## src/rtl/rxerr_pkg.sv

```systemverilog
package rxerr_pkg;

    localparam int ERR_W   = 6;
    localparam int B_MAL   = 0;
    localparam int B_CRC   = 1;
    localparam int B_SIZE  = 2;
    localparam int B_PLEN  = 4;

    // flags accumulated over the beats of one frame
    typedef struct packed {
        logic mal;
        logic errc;
    } sticky_t;

    // registered report
    typedef struct packed {
        logic             vld;
        logic [ERR_W-1:0] err;
    } rep_t;

endpackage

```

## src/rtl/rxerr_track.sv

```systemverilog
module rxerr_track
    import rxerr_pkg::*;
(
    input  logic    clk,
    input  logic    rst_n,
    input  logic    beat_valid_i,
    input  logic    sop_i,
    input  logic    ctrl_i,
    input  logic    ctrl_term_i,
    input  logic    errchar_i,
    output sticky_t now_o
);

    sticky_t state_d, state_q;
    sticky_t base;
    sticky_t beat;

    always_comb begin
        base      = sop_i ? sticky_t'('0) : state_q;
        beat.mal  = ctrl_i & ~ctrl_term_i;
        beat.errc = errchar_i;
        if (beat_valid_i) begin
            now_o   = base | beat;
            state_d = base | beat;
        end else begin
            now_o   = state_q;
            state_d = state_q;
        end
    end

    always_ff @(posedge clk) begin
        if (!rst_n) state_q <= '0;
        else        state_q <= state_d;
    end

endmodule

```

## src/rtl/rxerr_size.sv

```systemverilog
module rxerr_size #(
    parameter int LEN_W         = 14,
    parameter int MIN_LEN       = 64,
    parameter int MAX_LEN       = 1518,
    parameter int RUNT_LEN      = 8,
    parameter int LEN_FIELD_MAX = 1500
) (
    input  logic [LEN_W-1:0] frame_len_i,
    input  logic [15:0]      len_type_i,
    input  logic [LEN_W-1:0] payload_len_i,
    output logic             runt_o,
    output logic             under_o,
    output logic             over_o,
    output logic             plen_short_o
);

    localparam int CW = (LEN_W > 16) ? LEN_W : 16;

    logic [CW-1:0] lt_x;
    logic [CW-1:0] pl_x;
    logic          is_length;

    always_comb begin
        lt_x         = CW'(len_type_i);
        pl_x         = CW'(payload_len_i);
        runt_o       = frame_len_i <= LEN_W'(RUNT_LEN);
        under_o      = frame_len_i <  LEN_W'(MIN_LEN);
        over_o       = frame_len_i >  LEN_W'(MAX_LEN);
        is_length    = lt_x <= CW'(LEN_FIELD_MAX);
        plen_short_o = is_length && (pl_x < lt_x);
    end

endmodule

```

## src/rtl/rxerr_classify.sv

```systemverilog
module rxerr_classify
    import rxerr_pkg::*;
#(
    parameter int LEN_W         = 14,
    parameter int MIN_LEN       = 64,
    parameter int MAX_LEN       = 1518,
    parameter int RUNT_LEN      = 8,
    parameter int LEN_FIELD_MAX = 1500
) (
    input  logic             clk,
    input  logic             rst_n,
    input  logic             beat_valid_i,
    input  logic             sop_i,
    input  logic             eop_i,
    input  logic             ctrl_i,
    input  logic             ctrl_term_i,
    input  logic             errchar_i,
    input  logic             crc_bad_i,
    input  logic             trunc_i,
    input  logic [LEN_W-1:0] frame_len_i,
    input  logic [15:0]      len_type_i,
    input  logic [LEN_W-1:0] payload_len_i,
    output logic             rep_valid_o,
    output logic [5:0]       rep_err_o
);

    sticky_t flags;
    logic    runt, under, over, plen_short;
    logic    size_bad;
    rep_t    rep_d, rep_q;

    rxerr_track u_track (
        .clk          (clk),
        .rst_n        (rst_n),
        .beat_valid_i (beat_valid_i),
        .sop_i        (sop_i),
        .ctrl_i       (ctrl_i),
        .ctrl_term_i  (ctrl_term_i),
        .errchar_i    (errchar_i),
        .now_o        (flags)
    );

    rxerr_size #(
        .LEN_W         (LEN_W),
        .MIN_LEN       (MIN_LEN),
        .MAX_LEN       (MAX_LEN),
        .RUNT_LEN      (RUNT_LEN),
        .LEN_FIELD_MAX (LEN_FIELD_MAX)
    ) u_size (
        .frame_len_i   (frame_len_i),
        .len_type_i    (len_type_i),
        .payload_len_i (payload_len_i),
        .runt_o        (runt),
        .under_o       (under),
        .over_o        (over),
        .plen_short_o  (plen_short)
    );

    always_comb begin
        size_bad = under | over;
        rep_d    = '0;
        if (beat_valid_i && eop_i && !runt) begin
            rep_d.vld         = 1'b1;
            rep_d.err[B_MAL]  = flags.mal;
            rep_d.err[B_CRC]  = crc_bad_i | trunc_i | flags.errc | flags.mal | under;
            rep_d.err[B_SIZE] = size_bad & ~flags.mal;
            rep_d.err[B_PLEN] = plen_short & ~size_bad & ~flags.mal;
        end
    end

    always_ff @(posedge clk) begin
        if (!rst_n) rep_q <= '0;
        else        rep_q <= rep_d;
    end

    assign rep_valid_o = rep_q.vld;
    assign rep_err_o   = rep_q.err;

endmodule

```

## config.mk

```make
export PLATFORM = sky130hd
export DESIGN_NAME = rxerr_classify
export DESIGN_NICKNAME = d
export VERILOG_FILES = /design/src/rtl/rxerr_pkg.sv /design/src/rtl/rxerr_track.sv /design/src/rtl/rxerr_size.sv /design/src/rtl/rxerr_classify.sv
export SDC_FILE = /design/constraint.sdc
export NUM_CORES = 1
export LEC_CHECK = 0
export BUFFER_PORTS_ARGS = -buffer_cell sky130_fd_sc_hd__buf_2
export CORE_MARGIN = 2
export CORE_UTILIZATION = 30
export CTS_BUF_LIST = sky130_fd_sc_hd__clkbuf_8
export DETAILED_ROUTE_END_ITERATION = 7
export PLACE_DENSITY_LB_ADDON = 0.25
export SKIP_CTS_REPAIR_TIMING = 1
export SLEW_MARGIN = 20
export SYNTH_ARGS = -nofsm -noshare
export SYNTH_HDL_FRONTEND = slang
export SYNTH_SLANG_ARGS = --single-unit
```

## constraint.sdc

```tcl
create_clock -name clk -period 2.4 [get_ports clk]
set_clock_uncertainty 0.1 [all_clocks]
set_input_delay 0.48 -clock clk [delete_from_list [all_inputs] [get_ports clk]]
set_output_delay 0.48 -clock clk [all_outputs]
set_load 0.05 [all_outputs]
```

==> results of run 1 <==
[power groups by stage]
stage	combinational [W]	sequential (W)	clock (W)
floorplan	0.0000608	0.000132	0
global placement	0.000126	0.000124	0
detailed placement	0.000132	0.000124	0
CTS	0.000133	0.000122	0.000164
global route	0.000147	0.000122	0.000168
finish	0.000131	0.000122	0.000161
[sequential cells by signal, indices dropped and copies added, names as in the netlist]
register         count
rep_err_o            4
rep_valid_o          1
u_track.state_q      2
[how the worst max path moves through the flow]
stage | cells after the start | slack, ns | end
final | 7 | 0.40 | rep_err_o[4]$_SDFF_PN0_
after global routing | 7 | 0.28 | rep_err_o[4]$_SDFF_PN0_
after CTS | 7 | 0.38 | rep_err_o[4]$_SDFF_PN0_
after detailed placement | 7 | 0.14 | rep_err_o[4]$_SDFF_PN0_
after global placement | 7 | 0.24 | rep_err_o[4]$_SDFF_PN0_
after floorplan | 6 | 0.39 | rep_err_o[4]$_SDFF_PN0_
[area by class of cell]
cell class | count | area (sq um)
Clock buffer | 3 | 41.3
Clock inverter | 1 | 3.75
Fill cell | 234 | 1160
Inverter | 15 | 56.3
Multi-Input combinational cell | 67 | 502
Sequential cell | 7 | 140
Tap cell | 28 | 35.0
Timing Repair Buffer | 58 | 290
[through the flow]
step	cells	cell area [sq um]
after floorplan	91	713
after global placement	175	1020
after detailed placement	175	1020
after CTS	179	1070
after global routing	179	1070
final	179	1070
[Yosys cell counts, types with 2 or more instances]
master,n,area share
sky130_fd_sc_hd__nor4_1,2,0.018
sky130_fd_sc_hd__nand2_1,9,0.048
sky130_fd_sc_hd__ha_1,13,0.23
sky130_fd_sc_hd__nor2_1,4,0.021
sky130_fd_sc_hd__dfxtp_1,7,0.20
sky130_fd_sc_hd__a21oi_1,4,0.028
sky130_fd_sc_hd__nor3_1,3,0.021
sky130_fd_sc_hd__nand4_1,3,0.026
sky130_fd_sc_hd__a2111oi_0,2,0.025
sky130_fd_sc_hd__o2111ai_1,2,0.025
sky130_fd_sc_hd__inv_1,15,0.079
sky130_fd_sc_hd__and3_1,2,0.018
sky130_fd_sc_hd__buf_4,2,0.021
[cells by family (layout without fill, tap and decap cells)]
group                    count (synthesis)  after routing  synth area share
other                                    1              2           0.00529
buffers and inverters                   17             77             0.101
flip-flops                               7              7             0.198
AND/OR/NAND/NOR                         31             31             0.238
adder cells (fa/ha/maj)                 13             13             0.229
AO/OA/AOI/OAI                           21             21             0.229
[placed cells by master (no fill, tap or decap), types with 3 or more instances in the layout]
master                     count
sky130_fd_sc_hd__buf_2        58
sky130_fd_sc_hd__inv_1        16
sky130_fd_sc_hd__a21oi_1       4
sky130_fd_sc_hd__nor3_1        3
sky130_fd_sc_hd__nor2_1        4
sky130_fd_sc_hd__ha_1         13
sky130_fd_sc_hd__nand2_1       9
sky130_fd_sc_hd__dfxtp_1       7
sky130_fd_sc_hd__clkbuf_8      3
sky130_fd_sc_hd__nand4_1       3
[per-layer routing]
metal,global-route usage,wire [um]
met5,0,0
met4,0.0385,12
met3,0.0314,133
met2,0.323,1120
met1,0.148,761
==> impl_results.md, run 1 <==
- Status: finished clean
- Remaining max-slew budget at the tightest pin: 0.547
- Die X: around 53 um
- Per-instance average area after synthesis: 7.88 sq um
- Gr usage total: 0.155
- Wire length reported by the detailed router: 2020 um
- Num ports: 61
- Final antenna-violating net count: 0
- Via count: 891
- Maximum cell stage delay along the critical path: 0.51 ns
- Count of buffers from port buffering: 58
- Post-Route Utilization: 0.478
- Highest attainable clock frequency: 501 MHz
- Area overhead of the layout relative to synthesis: 50.6%
- Row Count: 17
- Least-Margin Pin Slew: ~0.66 ns
- Worst path arrival time: 2.00 ns
- Maximum fanout along the worst path: 2
- HPWL reported at the end of detailed placement: 1840 um
- First-pass GRT wire length: 3220 um
- Crit path max-delay cell type: sky130_fd_sc_hd__or4_4
- Sw Ratio: 0.291
- Net count reported at finish: 219
- Reg-to-reg startpoint: u_track.state_q[1]$_SDFF_PN0_
- Final hold vios: 0
- Root cell of the clock tree: sky130_fd_sc_hd__clkbuf_8
- Clk sink count: 7
- Post-synth top flop: sky130_fd_sc_hd__dfxtp_1
- Initial Util: 0.318
- Static power due to leakage: ~0.60 nW
- Hold_ws: 0.388 ns
- Per-cell via count in the routed design: 4.98
- Highest ir drop seen on vdd: ~0.30 mV
- Sequential area share after synthesis: 0.198
- Combined buffer and inverter count along the critical path: 2
- Critical Path Source Type: input port
- Pins Over Slew Limit: 0
- Height of the die: 52.6 um
- Clock-pin slew on the worst setup and hold paths: 0.04 ns
- Core Box Area: around 2200 sq um
- Synthesized area: between 700 and 800 sq um
- Asr flop ratio synth: 0
- Clock network fraction of design power: 0.388
- Setup TNS Final: 0 ns
- Source of the worst hold timing path: rst_n
- Required time of the critical path: 2.40 ns
- WHS Path Cells: 2
- Crit path kind: in2reg
- Power density of the placed cells: 387 nW/um^2
- H-tree lvl count: 1
- Number of cells produced by synthesis: 90
- Share of the cycle needed by the critical path after routing: 0.832
- Portion of total power attributed to sequential cells: 0.295
- Vias in the first global route: 842
- Clock latency on the worst-skew pair: 0.23 ns
- Number of enable flip-flop cells after synthesis: 0
- Yosys warning count: 0
- R2r endpoint: rep_err_o[4]$_SDFF_PN0_
- Detail-routed net length per standard cell: between 10 and 15 um
- Cell variety after synth: 35
- Weighted congestion at the end of routability-driven global placement: approximately 0.76
- Setup-failing EPs final: 0
- Maximum Capacitance Violations: 0
- Min-Delay Endpoint: u_track.state_q[0]$_SDFF_PN0_
- Setup WS post-layout: 0.403 ns
- Number of buffers between clock root and the deepest sink: 2
- Worst setup path startpoint: len_type_i[11]
- Cell type group with the largest total delay on the critical path: simple AND/OR/NAND/NOR gates
- Critical path, cell by cell: buf_2, inv_1, ha_1, nand4_1, or4_4, a2111oi_2, nor4bb_1
- Path depth of the worst reg2reg path: 3
- Fraction of layout instances using a drive strength above 1: 0.424
- Unrepaired setup endpoints after global routing: no
- Register-to-register setup slack: approximately 1.2 ns
- First-pass DRT Iterations: 4
- Synthesis-stage register bit count: 7
- Pin count of the biggest net entering global routing: 6
- Worst setup slack after placement: 0.139 ns
- Drc violations: 0
- TritonCTS clock tree: done
- Gr ovfl total: 0
- Net Switching: approximately 0.00012 W
- Iter 0 DRT Violations: 4
- Total design power: 0.000414 W
- Type of the most critical hold path: in2reg
- Proportion of power drawn by combinational gates: 0.317
- Internal power: 0.000293 W
- Endpoint kind of the worst setup timing path: flip-flop
- Die Area: 2770 sq um
- Final critical-path required period: about 2.0 ns
- Total inserted antenna cells: 0
- Clock buffers created by TritonCTS: 3
- Antenna violations before repair: 0
Power figures use the tool's default switching activity.
==> run 2: changes to the inputs <==
Settings changed: ABC_AREA set to 1, CORE_ASPECT_RATIO set to 2.
Clock period 2.4 ns to 1.8 ns, I/O delays scaled along.
==> run 2 against run 1 <==
Net effect: sequential cell count unchanged; area after synthesis is 12% higher; total power rose by 34%; clock power up 30%; global-route usage down 2.2 points; largest cell class unchanged.
==> impl_results.md, run 2 <==
- Gr usage total: 0.132
- TritonCTS clock tree: done
- Number of enable flip-flop cells after synthesis: 0
- Commonest cells after routing, fill and taps aside: 58 x sky130_fd_sc_hd__buf_2, 36 x sky130_fd_sc_hd__nand2_1, 32 x sky130_fd_sc_hd__inv_1, 20 x sky130_fd_sc_hd__nor2_1, 13 x sky130_fd_sc_hd__ha_1
- Clk sink count: 7
- Most common cell after layout, fill and taps aside: sky130_fd_sc_hd__buf_2
- Maximum Capacitance Violations: 0
- Per-instance average area after synthesis: 5.77 sq um
- Number of buffers between clock root and the deepest sink: 2
- Cell variety after synth: 19
- Maximum fanout along the worst path: 2
- Type of the most critical hold path: in2reg
- Highest ir drop seen on vdd: 0.284 mV
- Synthesis-stage register bit count: 7
- Per-cell via count in the routed design: around 4.2
- Total inserted antenna cells: 0
- Fraction of layout instances using a drive strength above 1: 0.347
- Height of the die: 76.8 um
- Antenna violations before repair: 0
- Final antenna-violating net count: 0
- Setup-failing EPs final: 0
- Asr flop ratio synth: 0
- Area taken by flip-flops and latches: 140 sq um
- Iter 0 DRT Violations: 5
- Final critical-path required period: 1.27 ns
- Via count: 962
- Post-synth top flop: sky130_fd_sc_hd__dfxtp_1
- Drc violations: 0
- Hold_ws: between 0.2 and 0.3 ns
- Yosys warning count: 0
- HPWL reported at the end of detailed placement: approximately 1800 um
- Count of buffers from port buffering: 58
- Unrepaired setup endpoints after global routing: no
- Clock buffers created by TritonCTS: 3
- Power density of the placed cells: 481 nW/um^2
- Core Box Area: 2540 sq um
- Row Count: 26
- # placed instances: 223
- Number of flip-flops in the largest register: 4
- Sequential area share after synthesis: 0.176
- Required time of the critical path: ~1.9 ns
- Die X: slightly above 40 um
- Weighted congestion at the end of routability-driven global placement: between 0.6 and 0.7
- H-tree lvl count: 1
- Share of the cycle needed by the critical path after routing: 0.706
- Vias in the first global route: approximately 900
- Final hold vios: 0
- Fin cells: 227
- Highest attainable clock frequency: 787 MHz
- First-pass DRT Iterations: 5
- Pins Over Slew Limit: 0
- Leading post-synthesis cells by cell area: sky130_fd_sc_hd__ha_1 20%, sky130_fd_sc_hd__dfxtp_1 18%, sky130_fd_sc_hd__nand2_1 17%
- Wire length reported by the detailed router: 1880 um
- Status: finished clean
- Net count reported at finish: approximately 270
- Filler instances: 299
- Clock latency on the worst-skew pair: around 0.22 ns
- Static power due to leakage: 0.746 nW
- Crit path kind: in2reg
- Pin count of the biggest net entering global routing: 6
- Gr ovfl total: 0
- Num ports: 61
- First-pass GRT wire length: 3020 um
- Initial Util: 0.314
- Endpoint kind of the worst setup timing path: flip-flop
- Clock-pin slew on the worst setup and hold paths: 0.04 ns
- Top cell type's share of synthesized area: 0.204
- Root cell of the clock tree: sky130_fd_sc_hd__clkbuf_8
- Area of the multi-input gates: 513 sq um
- Area overhead of the layout relative to synthesis: 45.1%
- Most numerous cell types in the synthesized netlist: 36 x sky130_fd_sc_hd__nand2_1, 31 x sky130_fd_sc_hd__inv_1, 20 x sky130_fd_sc_hd__nor2_1
- Critical Path Source Type: input port
- Worst path arrival time: between 1 and 1.5 ns
- Most common cell in the synthesized netlist: sky130_fd_sc_hd__nand2_1
- Number of cells produced by synthesis: 138
- Detail-routed net length per standard cell: 8.26 um
- Synthesized area: slightly below 800 sq um
- Setup TNS Final: 0 ns
- Top cell type by total area after synthesis: sky130_fd_sc_hd__ha_1
- Die Area: 3110 sq um
[run 2: cell count changes in the layout (fill, tap and decap cells not counted), moves of 2 or more]
cell                        change
sky130_fd_sc_hd__a2111oi_0      -2
sky130_fd_sc_hd__inv_1         +16
sky130_fd_sc_hd__inv_2          +4
sky130_fd_sc_hd__nand2_1       +27
sky130_fd_sc_hd__nand3_1        +2
sky130_fd_sc_hd__nand4_1        -2
sky130_fd_sc_hd__nor2_1        +16
sky130_fd_sc_hd__nor2_2         +2
sky130_fd_sc_hd__nor3_1         +2
sky130_fd_sc_hd__nor4_1         -2
sky130_fd_sc_hd__o2111ai_1      -2
sky130_fd_sc_hd__o21ai_0        +2
[run 2: cells by family after synthesis]
family          Yosys count  share of synthesized area
buf+inv                  37                      0.184
other cells               1                    0.00471
flops                     7                      0.176
simple gates             69                      0.354
compound gates           11                     0.0770
fa+ha+maj                13                      0.204
[run 2: worst paths after layout]
| check | startpoint | to | slack [ns] | depth (start not counted) |
|---|---|---|---|---|
| setup / recovery | len_type_i[11] | rep_err_o[4]$_SDFF_PN0_ | 0.53 | 10 |
| hold / removal | rst_n | u_track.state_q[0]$_SDFF_PN0_ | 0.29 | 3 |
| setup reg to reg | u_track.state_q[1]$_SDFF_PN0_ | rep_err_o[4]$_SDFF_PN0_ | 0.79 | 7 |
| hold reg to reg | u_track.state_q[0]$_SDFF_PN0_ | u_track.state_q[0]$_SDFF_PN0_ | 0.45 | 4 |
[run 2: worst max-delay path: stages]
cell                      delay, ns
sky130_fd_sc_hd__buf_2         0.08
sky130_fd_sc_hd__inv_2         0.03
sky130_fd_sc_hd__ha_1          0.29
sky130_fd_sc_hd__a21oi_1       0.15
sky130_fd_sc_hd__nand2_1       0.06
sky130_fd_sc_hd__nand2_1       0.06
sky130_fd_sc_hd__nand2_1       0.06
sky130_fd_sc_hd__nor2_2        0.07
sky130_fd_sc_hd__nand3_1       0.07
sky130_fd_sc_hd__nor2_1        0.08
[run 2: area by class of cell]
type / count / share of cell area
inverters: 35 / 0.114
clock inverters: 1 / 0.00325
repair buffers: 58 / 0.251
well taps: 28 / 0.0303
flip-flops and latches: 7 / 0.121
clock buffers: 3 / 0.0358
multi-input cells: 95 / 0.444
[run 2: power breakdown]
part	switching, W	internal (W)	leakage, nW	total [W]
sequential	0.00000110	0.000161	0.0572	0.000163
combinational	0.000100	0.0000839	0.662	0.000184
clock	0.0000624	0.000147	0.0269	0.000209
[run 2: layer usage]
layer,vias to the layer above,global-route usage,routed length (um)
li1,532,-,-
met1,391,0.0979,590
met2,39,0.278,1150
met3,0,0.0116,134
met4,0,0.0500,0
met5,-,0,0
[run 2: through the flow]
stage	power, W	setup WS, ns	instance area [sq um]	utilization
finish	0.000556	0.529	1150	0.455
global route	0.000605	0.333	1150	0.455
CTS	0.000566	0.512	1150	0.455
detailed placement	0.000353	0.286	1110	0.437
global placement	0.000351	0.274	1110	0.437
floorplan	0.000273	0.457	800	-
